===== src/rtl/sgchain_ctrl.sv =====
module sgchain_ctrl (
  input  logic        clk,
  input  logic        rst_n,
  input  logic        csr_we,
  input  logic [1:0]  csr_addr,
  input  logic [31:0] csr_wdata,
  output logic [31:0] csr_rdata,
  output logic        mem_req,
  output logic        mem_we,
  output logic [31:0] mem_addr,
  output logic [31:0] mem_wdata,
  input  logic [31:0] mem_rdata,
  input  logic        mem_ack,
  output logic        mv_req,
  output logic [31:0] mv_raddr,
  output logic [31:0] mv_waddr,
  output logic [15:0] mv_len,
  output logic [2:0]  mv_flags,
  input  logic        mv_done,
  input  logic [15:0] mv_bytes,
  input  logic [7:0]  mv_status,
  output logic        irq
);
  localparam int B_IE_ERR  = 0;
  localparam int B_IE_EOP  = 1;
  localparam int B_IE_DESC = 2;
  localparam int B_IE_LAST = 3;
  localparam int B_IE_ALL  = 4;
  localparam int B_GO      = 5;
  localparam int B_HALTERR = 6;
  localparam int B_IE_CNT  = 7;
  localparam int B_SRST    = 16;
  localparam int B_KEEPOWN = 17;
  localparam int B_REPOLL  = 18;
  localparam int B_ACK     = 31;
  localparam logic [31:0] CTL_MASK = 32'h7FFE_FFFF;

  typedef enum logic [2:0] {S_IDLE, S_FETCH, S_MOVE, S_WB, S_POLL} state_t;

  state_t      st;
  logic [2:0]  k;
  logic [31:0] cur, nxt, ctl, raddr, waddr, dnext;
  logic [15:0] len, mbytes;
  logic [7:0]  dctl, mstat, pcnt, dcnt;
  logic [3:0]  sts;
  logic        maxhit;
  logic        busy, ctl_wr;
  logic [2:0]  wsel;

  assign busy   = (st != S_IDLE);
  assign ctl_wr = csr_we && (csr_addr == 2'd1);
  assign wsel   = (st == S_WB || k == 3'd0) ? 3'd7 : {k[1:0] - 2'd1, 1'b0};

  assign mem_req   = (st == S_FETCH) || (st == S_WB);
  assign mem_we    = (st == S_WB);
  assign mem_addr  = cur + {27'd0, wsel, 2'b00};
  assign mem_wdata = {ctl[B_KEEPOWN] ? dctl : {1'b0, dctl[6:0]}, mstat, mbytes};

  assign mv_req   = (st == S_MOVE);
  assign mv_raddr = raddr;
  assign mv_waddr = waddr;
  assign mv_len   = len;
  assign mv_flags = dctl[2:0];

  assign irq = ctl[B_IE_ALL] & ((ctl[B_IE_ERR] & sts[0]) | (ctl[B_IE_EOP] & sts[1]) |
               (ctl[B_IE_DESC] & sts[2]) | (ctl[B_IE_LAST] & sts[3]) | (ctl[B_IE_CNT] & maxhit));

  always_comb begin
    case (csr_addr)
      2'd0:    csr_rdata = {27'd0, busy, sts};
      2'd1:    csr_rdata = ctl;
      2'd2:    csr_rdata = nxt;
      default: csr_rdata = 32'd0;
    endcase
  end

  always_ff @(posedge clk or negedge rst_n) begin
    if (!rst_n) begin
      st <= S_IDLE; k <= '0; cur <= '0; nxt <= '0; ctl <= '0;
      raddr <= '0; waddr <= '0; dnext <= '0; len <= '0; mbytes <= '0;
      dctl <= '0; mstat <= '0; pcnt <= '0; dcnt <= '0; sts <= '0; maxhit <= 1'b0;
    end else begin
      if (ctl_wr) begin
        ctl <= csr_wdata & CTL_MASK;
        if (csr_wdata[B_ACK]) begin
          sts <= '0; maxhit <= 1'b0; dcnt <= '0;
        end
      end
      if (csr_we && csr_addr == 2'd2 && st == S_IDLE) nxt <= csr_wdata;

      case (st)
        S_IDLE:
          if (ctl_wr && csr_wdata[B_GO]) begin
            st <= S_FETCH; k <= '0; cur <= nxt;
          end
        S_FETCH:
          if (mem_ack) begin
            case (k)
              3'd0: begin
                dctl <= mem_rdata[31:24];
                if (mem_rdata[31]) k <= 3'd1;
                else if (ctl[B_REPOLL]) begin
                  st <= S_POLL; pcnt <= ctl[26:19];
                end else begin
                  st <= S_IDLE; sts[3] <= 1'b1;
                end
              end
              3'd1: begin raddr <= mem_rdata; k <= 3'd2; end
              3'd2: begin waddr <= mem_rdata; k <= 3'd3; end
              3'd3: begin dnext <= mem_rdata; k <= 3'd4; end
              default: begin len <= mem_rdata[15:0]; st <= S_MOVE; end
            endcase
          end
        S_MOVE:
          if (mv_done) begin
            mbytes <= mv_bytes;
            mstat  <= mv_status;
            if (mv_status[0]) sts[0] <= 1'b1;
            if (dctl[0] || mv_status[7]) sts[1] <= 1'b1;
            st <= S_WB;
          end
        S_WB:
          if (mem_ack) begin
            sts[2] <= 1'b1;
            dcnt   <= dcnt + 8'd1;
            if (ctl[15:8] != 8'd0 && dcnt + 8'd1 == ctl[15:8]) maxhit <= 1'b1;
            if (ctl[B_HALTERR] && mstat[0]) st <= S_IDLE;
            else begin
              cur <= dnext; nxt <= dnext; k <= '0; st <= S_FETCH;
            end
          end
        S_POLL:
          if (!ctl[B_REPOLL]) begin
            st <= S_IDLE; sts[3] <= 1'b1;
          end else if (pcnt == 8'd0) begin
            st <= S_FETCH; k <= '0;
          end else pcnt <= pcnt - 8'd1;
        default: st <= S_IDLE;
      endcase

      if (ctl_wr && csr_wdata[B_SRST]) begin
        st <= S_IDLE; ctl <= '0; sts <= '0; maxhit <= 1'b0; dcnt <= '0;
      end
    end
  end
endmodule


===== config.mk =====
export PLATFORM = sky130hd
export DESIGN_NAME = sgchain_ctrl
export DESIGN_NICKNAME = d
export VERILOG_FILES = /design/src/rtl/sgchain_ctrl.sv
export SDC_FILE = /design/constraint.sdc
export NUM_CORES = 1
export LEC_CHECK = 0
export BUFFER_PORTS_ARGS = -buffer_cell sky130_fd_sc_hd__clkbuf_2
export CORE_ASPECT_RATIO = 1.1
export CORE_MARGIN = 3
export CORE_UTILIZATION = 55
export DETAILED_ROUTE_END_ITERATION = 8
export HOLD_SLACK_MARGIN = 0.06
export PLACE_DENSITY = 0.84
export RECOVER_POWER = 25
export SETUP_SLACK_MARGIN = 0.15
export SYNTH_ARGS = -nofsm -noshare
export SYNTH_HDL_FRONTEND = slang
export SYNTH_SLANG_ARGS = --single-unit

===== constraint.sdc =====
create_clock -name clk -period 4.2 [get_ports clk]
set_input_delay 0.63 -clock clk [delete_from_list [all_inputs] [get_ports clk]]
set_output_delay 0.63 -clock clk [all_outputs]
set_load 0.05 [all_outputs]

**Word level (Yosys, flattened, before mapping)**

Index checks and enable logic that the tools add are counted.

- Flip-flop bits (word level): 267
- Word-level logic and storage cells: 158

- Add/subtract/negate cells: 4
- Equal/unequal tests: 29
- Multiplexer cells: 66
- Bitwise operators: 11
- Reductions and logical operators: 32

Operator list:

| operator | number |
|---|---|
| two-way mux 32 bit | 9 |
| two-way mux 8 bit | 12 |
| case mux 32 bit (3 select lines) | 1 |
| case mux 32 bit (2 select lines) | 1 |
| two-way mux 3 bit | 17 |
| adder 32 x 5 -> 32 bit | 1 |
| case mux 3 bit (4 select lines) | 2 |
| inequality test 2 bit, second input constant | 8 |
| case mux 8 bit (2 select lines) | 1 |
| two-way mux 1 bit | 15 |
| case mux 3 bit (5 select lines) | 1 |
| AND reduction 3 bit | 5 |
| AND reduction 7 bit | 2 |
| equality test 3 x 2 -> 1 bit, second input constant | 4 |
| two-way mux 4 bit | 3 |
| inequality test 3 x 1 -> 1 bit, second input constant | 3 |
| AND reduction 9 bit | 1 |
| adder 8 x 1 -> 8 bit, second input constant | 1 |
| equality test 8 bit | 1 |
| logical NOT 8 bit | 1 |
| nonzero test 8 bit | 1 |
| subtractor 8 x 1 -> 8 bit, second input constant | 1 |
| logical AND 1 bit | 7 |
| AND 1 bit | 6 |
| other kinds (26) | 38 |

**Logic depth before layout (Yosys ltp)**

Gate-level depths: netlist of run 1.

- Word-level depth: 9
- Depth in mapped cells: 15

**Least setup slack after synthesis of run 1**

OpenSTA, ideal clock, no wires.

- Path kind: reg-to-output
- From: register st[2]
- To: output mem_addr[20]
- Arrival time: 4,584 ps
- Data required time: 3,570 ps
- Path slack: -1,014 ps
- Stages on the path, launching flop included: 16
- Path through: dfrtp_1 > nor2b_1 > clkbuf_1 > nand2_1 > clkinv_1 > clkbuf_1 > nor2_1 > inv_1 > ha_1 > fa_1 > a21oi_1 > nor4b_2 > and3_1 > clkbuf_1 > and4_1 > xor2_1

- Cells in the longest elaborated chain, start to end: 4

RTL lines:

| what | line | text |
|---|---|---|
| start, declared | 40 | `state_t st;` |
| start signal, assigned | 79 | `st <= S_IDLE; k <= '0; cur <= '0; nxt <= '0; ctl <= '0;` |
| start signal, assigned | 94 | `st <= S_FETCH; k <= '0; cur <= nxt;` |
| start signal, assigned | 103 | `st <= S_POLL; pcnt <= ctl[26:19];` |
| equality test 3 x 2 -> 1 bit | - |  |
| net mem_we | 9 | `output logic mem_we,` |
| logical OR 1 bit | 52 | `assign wsel = (st == S_WB \|\| k == 3'd0) ? 3'd7 : {k[1:0] - 2'd1, 1'b0};` |
| two-way mux 3 bit | 52 |  |
| adder 32 x 5 -> 32 bit | 56 | `assign mem_addr = cur + {27'd0, wsel, 2'b00};` |
| end, declared | 10 | `output logic [31:0] mem_addr,` |

The timed path passes the listed nets, and every way through them passes these cells.

**Final worst setup path of run 1**

- From: register st[2]
- To: output mem_addr[22]

- Cells in the longest elaborated chain, start to end: 4

RTL lines:

| what | line |
|---|---|
| equality test 3 x 2 -> 1 bit | 52 |
| logical OR 1 bit | 52 |
| two-way mux 3 bit | 52 |
| adder 32 x 5 -> 32 bit | 56 |

Every way passes these cells.

==> impl_metrics.csv, run 1 <==
group,metric,value,unit
outcome,status,"finished, violations left",
outcome,failed_checks,"max-capacitance violations, max-slew violations",
yosys,synthFlopType,"dfrtp_1",
yosys,synth_edf_count,0,
layout,fin_area,16000,sq um
clocking,cts_tree,"built",
drt,drt_iter0_drc,954,
die,start_util,56.1,%
clocking,cts_inserted_buffers,27,
pwr,p_int,0.00788,W
sta,min_period,3.95,ns
global_route,overflow,0,
yosys,synth_compound_gate_area_share,9.83,%
yosys,yosysWarnings,0,
yosys,syn_avg_cell_area,11.3,sq um
layout,final_util,69.9,%
sta,drv_slew,119,
sta,tightest_slew,2.20,ns
yosys,synth_mux_area_share,18.1,%
placement,dpl_cell_area,15000,sq um
worst_hold_path,hp-start,"mv_bytes[15]",
yosys,synthXorXnorAreaFrac,2.65,%
placement,numPortBuffers,277,
yosys,synth_cell_types,71,
global_route,met3_usage,4.99,%
drt,drc,0,
run,maxCapViolations,2,
setup_path,r2r_end,"cur[28]",
die,ioPinCount,278,
die,coreArea,22900,sq um
yosys,synth_top_family_by_area,"multiplexers",
setup_path,r2r_setup_slack,1.37,ns
layout,nNetsFinal,1498,
yosys,yosys.area_share.adder,1.13,%
layout,finalNonFillerCells,1713,
setup_path,cp-end-kind,"primary output",
layout,layout.cells.most_common,"dfrtp_1",
sta,clock_skew,0.0172,ns
sta,min_period_over_period,93.9,%
global_route,grt_busiest_layer,"met2",
layout,layout_common_cells,"dfrtp_1 (264), clkbuf_2 (248), nand2_1 (159)",
global_route,grt_usage,28.6,%
pwr,p_leak,7.78,nW
setup_path,cp.required,3.57,ns
worst_hold_path,hold_path.class,"primary input to register",
clocking,cts_root_buffer,"clkbuf_16",
setup_path,cp-start-kind,"register",
drt,viasPerCell,5.87,
yosys,syn_nets,1246,
setup_path,crit_chain,"nor2b_1, buf_4, nand2_2, inv_2, nor2_4, inv_1, ha_4, fa_2, a21oi_2, nor4b_2, buf_4, and3_4, and3_1, xor2_4, buf_12",
die,die_w,152,um
die,fp-row-count,58,
yosys,ys_ff_latch,265,
yosys,yosys.area.top_type,"dfrtp_1",
setup_path,crit-reg2reg-launch,"st[2]",
yosys,syn_area,12900,sq um
yosys,async_flop_share,100,%
worst_hold_path,whs_path_depth,2,
setup_path,rr_worst_depth,7,
drt,route.vias.total,10053,
clocking,cts_sinks,265,
yosys,synth_top_area_share,51.5,%
drt,firstDrtPassIters,5,
clocking,clk_pin_slew,0.06,ns
drt,routed_wl,37200,um
setup_path,cpMostUsedCell,"buf_4",
placement,post-place-cells,1655,
global_route,antenna_found_initial,1,
clocking,clk_latency,0.53,ns
clocking,cts_max_level,1,
setup_path,crit_slowest_cell,"dfrtp_2",
worst_hold_path,hold_end,"mbytes[15]",
pwr,p_sw_share,47.4,%
drt,ant_nets,0,
global_route,grtUsageMet2,48.3,%
setup_path,cp.arrival,3.32,ns
global_route,use_met1,38.3,%
pwr,p_seq_share,31.0,%
die,die_y,166,um
placement,gp_congestion,0.929,
pwr,power_frac_comb,53.1,%
die,die_area,25300,sq um
clocking,cts_buffer_depth,3,
yosys,synth_area_leaders,"dfrtp_1 (52%), mux2_4 (10%), nand2_1 (4.7%), mux2_2 (4.6%), mux2i_1 (3.0%)",
global_route,grt_max_degree,87,
yosys,synth-simple-area-share,12.8,%
global_route,grt_first_pass_wirelength,58700,um
pwr,power_switching,0.00709,W
yosys,seq_area_frac_synth,51.5,%
yosys,syn_inst,1140,
setup_path,slowest_delay,0.44,ns
layout,syn2layout_area_growth,24.6,%
pwr,ir_drop,0.772,mV
drt,post_drt_wl_per_cell,21.7,um
sta,slew_headroom,-46.6,%
setup_path,worstSetupPathType,"register to primary output",
clocking,ctsHoldBuffers,0,
sta,finalSetupViolations,0,
pwr,power,0.0150,W
sta,fmax,253,MHz
global_route,grt_pass1_vias,10314,
placement,hpwl,26300,um
sta,rsz0062_at_grt,"no",
pwr,p_clk_share,15.9,%
setup_path,path_max_fanout,7,
sta,setup_tns,0,ns
sta,finalHoldViolCount,0,
layout,drive_above_1_share,38.1,%
pwr,p_per_area,934,nW/um^2
## metal layers
metal / wire [um] / part of all wire, % / up-vias
met3: 2890 / 7.8 / 80
li1: - / - / 4481
met2: 18200 / 49 / 500
met4: 1190 / 3.2 / 0
met1: 14900 / 40 / 4992
met5: 0 / 0 / -
## synthesized netlist by cell type (4+ instances only)
cell and count:
and2_1 5, a31oi_1 35, ha_1 10, nand2b_1 32, buf_6 9, a21oi_1 27
xor2_1 13, nand2_1 160, buf_1 4, o21ai_0 75, mux2_4 90, buf_4 16
and3_1 16, and4_1 5, a22o_1 25, mux2i_1 38, dfrtp_1 265, nor4_1 4
nor2_1 67, xnor2_1 26, nand4_1 5, nor3_1 9, nand3_1 14, o21ai_1 5
nor2b_1 6, clkbuf_1 39, buf_2 13, inv_1 15, mux2_2 53
## registers in the layout (all words and copies together) (netlist names), 4 cells and up
register  cells
cur          32
mv_raddr     32
sts           4
dctl          8
pcnt          8
mstat         8
nxt          32
dnext        32
mv_len       16
mv_waddr     32
ctl          30
mbytes       16
dcnt          8
## power groups by stage
stage | combinational (W) | clock (W) | sequential (W)
2_1_floorplan | 0.00380 | 0 | 0.00602
3_3_place_gp | 0.00757 | 0 | 0.00456
3_5_place_dp | 0.00773 | 0 | 0.00460
4_1_cts | 0.00784 | 0.00243 | 0.00459
5_1_grt | 0.00829 | 0.00252 | 0.00475
6_report | 0.00795 | 0.00239 | 0.00464
## logic make-up (layout without fill, tap and decap cells)
kind of cell | count (synthesis) | in the layout
AOI/OAI and AO/OA | 202 | 202
xor gates and xnor gates | 39 | 39
adders and majority gates | 11 | 11
buffers and inverters | 97 | 369
DFF | 265 | 265
muxes | 181 | 181
other | 0 | 1
and+or+nand+nor | 345 | 345
## metrics by stage
stage | hold slack (ns) | setup slack (ns)
global route | 0.325 | 0.0830
finish | 0.333 | 0.254
global placement | 0.462 | 0.486
CTS | 0.107 | 0.158
floorplan | 0.334 | 0.209
detailed placement | 0.480 | 0.397
## how the worst max path moves through the flow
stage / startpoint / end / slack [ns] / depth (start not counted)
after floorplan: st[0] / mem_addr[31] / 0.21 / 14
after global placement: k[0] / mem_addr[31] / 0.49 / 12
after detailed placement: k[0] / mem_addr[31] / 0.40 / 12
after CTS: k[0] / mem_addr[20] / 0.16 / 13
after global routing: st[2] / mem_addr[28] / 0.08 / 15
final: st[2] / mem_addr[22] / 0.25 / 15
## area by class of cell
class                   instances  area (sq um)
fillers                      1606          6900
inverters                      16          60.1
clock inverters                12           118
repair buffers                304          2030
diodes                          1          2.50
multi-input cells             778          6050
flip-flops and latches        265          6630
well taps                     300           375
clock buffers                  37           763
## worst max-delay path: cells and delay by family (launching register included)
kind            cells  cell delay [ns]
compound gates      1             0.08
buf+inv             5             0.65
simple gates        6             1.01
xor+xnor            1             0.18
flops               1             0.44
fa+ha+maj           2             0.40
## what timing repair did
action,4_1_cts,5_1_grt
pin swaps,4,2
setup buffers,4,4
resized for setup,12,12
setup endpoints to repair,18,16
No activity file was read; power rests on OpenSTA's default activity.
==> run 2: changes to the inputs <==
Settings changed: MAX_ROUTING_LAYER set to met4, TNS_END_PERCENT set to 1.
==> impl_metrics.csv, run 2 (synthesis gave the netlist of run 1 again) <==
group,metric,value,unit
outcome,status,"finished, violations left",
outcome,failed_checks,"max-capacitance violations, max-slew violations",
sta,finalHoldViolCount,0,
sta,hold_slack,0.334,ns
global_route,grt_max_degree,131,
clocking,cts_inserted_buffers,27,
run,maxCapViolations,5,
setup_path,cp.arrival,3.35,ns
layout,fin_area,16100,sq um
die,die_w,152,um
worst_hold_path,hold_path.class,"primary input to register",
global_route,antenna_found_initial,1,
layout,finalNonFillerCells,1712,
placement,hpwl,26400,um
sta,drv_slew,272,
setup_path,worstSetupPathType,"register to primary output",
die,fp-row-count,58,
die,die_area,25300,sq um
pwr,power_frac_comb,52.8,%
setup_path,crit_slowest_cell,"dfrtp_1",
clocking,clk_latency,0.53,ns
pwr,p_clk_share,16.6,%
layout,layout_common_cells,"dfrtp_1 (264), clkbuf_2 (244), nand2_1 (160)",
setup_path,cpMostUsedCell,"ha_4",
clocking,cts_root_buffer,"clkbuf_16",
pwr,ir_drop,0.845,mV
setup_path,slowest_delay,0.41,ns
sta,min_period_over_period,94.7,%
layout,final_util,70.1,%
pwr,p_sw_share,46.9,%
sta,fmax,251,MHz
pwr,p_per_area,946,nW/um^2
setup_path,crit-reg2reg-launch,"st[0]",
worst_hold_path,hp-start,"mv_bytes[4]",
drt,firstDrtPassIters,5,
die,die_y,166,um
setup_path,cp.required,3.57,ns
drt,drc,0,
setup_path,cp-end-kind,"primary output",
drt,drt_iter0_drc,803,
clocking,cts_max_level,1,
sta,finalSetupViolations,0,
layout,nNetsFinal,1498,
drt,viasPerCell,5.98,
drt,post_drt_wl_per_cell,22.1,um
clocking,cts_sinks,265,
layout,syn2layout_area_growth,24.8,%
die,start_util,56.1,%
sta,slew_headroom,-58.1,%
setup_path,cp_num_buf_inv,4,
drt,ant_nets,0,
placement,dpl_cell_area,15000,sq um
setup_path,crit_chain,"inv_2, ha_4, nor2b_4, nor2_4, inv_1, ha_4, fa_2, a21oi_2, nor4b_4, and3_4, buf_4, nand3_1, xnor2_2, buf_12",
layout,layout.cells.most_common,"dfrtp_1",
placement,gp_congestion,0.928,
sta,tightest_slew,2.37,ns
sta,setup_tns,0,ns
setup_path,setup.worst_path.start,"k[0]",
die,ioPinCount,278,
pwr,p_seq_share,30.7,%
drt,route.vias.total,10232,
pwr,p_leak,7.77,nW
sta,min_period,3.98,ns
global_route,grt_pass1_vias,10498,
die,coreArea,22900,sq um
setup_path,cp-start-kind,"register",
placement,numPortBuffers,277,
placement,post-place-cells,1653,
pwr,power_switching,0.00713,W
clocking,cts_tree,"built",
global_route,overflow,0,
layout,drive_above_1_share,37.1,%
setup_path,r2r_setup_slack,1.15,ns
clocking,cts_buffer_depth,3,
sta,clock_skew,0.00968,ns
clocking,clk_pin_slew,0.06,ns
setup_path,crit_family,"simple AND/OR/NAND/NOR gates",
drt,routed_wl,37900,um
sta,rsz0062_at_grt,"yes",
pwr,p_int,0.00806,W
global_route,grt_usage,29.6,%
global_route,grt_first_pass_wirelength,58800,um
setup_path,path_max_fanout,7,
[run 2: cell count changes in the layout (fill, tap and decap cells not counted), moves of 2 or more]
cell        previous run  this run
clkinvlp_4             3         0
clkbuf_1               6        15
clkinv_2               7         4
buf_4                 25        19
clkbuf_2             248       244
bufinv_16              2         4
xnor2_2                8         6
xnor2_1               13        15
[run 2: routing by layer]
layer	GRT usage, %	share of wire [%]	up-vias
li1	-	-	4477
met1	38.0	39	5063
met2	47.9	48	573
met3	4.50	8.0	119
met4	11.7	4.5	0
met5	-	0	-
[run 2: repair_timing]
action	4_1_cts	5_1_grt
hold endpoints to repair	10	0
endpoints found under the setup margin	23	20
hold buffers	1	0
pin swaps	5	5
resized for setup	15	8
buffers inserted	5	4
[run 2: worst paths after layout]
kind | to | cells past startpoint
hold / removal | mbytes[4] | 2
setup reg to reg | cur[13] | 6
max in group asynchronous | ctl[8] | 3
min in group asynchronous | cur[29] | 2
setup / recovery | mem_addr[30] | 14
hold reg to reg | ctl[5] | 2
[run 2: worst reg2reg max path, cell delays in order (launching register included)]
cell and delay (ns):
dfrtp_1 0.34, clkbuf_1 0.38, nand4b_1 0.61, a21oi_4 0.35, a41o_2 0.91, nor2_1 0.14
a31oi_1 0.23
[run 2: power groups by stage]
stage | Sequential, W | Clock [W] | Combinational (W)
2_1_floorplan | 0.00602 | 0 | 0.00380
3_3_place_gp | 0.00458 | 0 | 0.00761
3_5_place_dp | 0.00463 | 0 | 0.00776
4_1_cts | 0.00462 | 0.00254 | 0.00788
5_1_grt | 0.00476 | 0.00266 | 0.00835
6_report | 0.00466 | 0.00252 | 0.00802
[run 2: cell type report]
| class | count | area, sq um |
|---|---|---|
| antenna | 1 | 2.50 |
| timing repair buffer | 304 | 2030 |
| clock inverter | 8 | 140 |
| clock buffer | 40 | 785 |
| sequential | 265 | 6630 |
| multi-input combinational | 778 | 6040 |
| tap | 300 | 375 |
| inverter | 16 | 60.1 |
| fill | 1590 | 6870 |
[run 2: through the flow]
stage	total power [W]	worst slack (ns)
finish	0.0152	0.222
global route	0.0158	0.123
CTS	0.0150	0.161
detailed placement	0.0124	0.217
global placement	0.0122	0.317
floorplan	0.00982	-0.0355
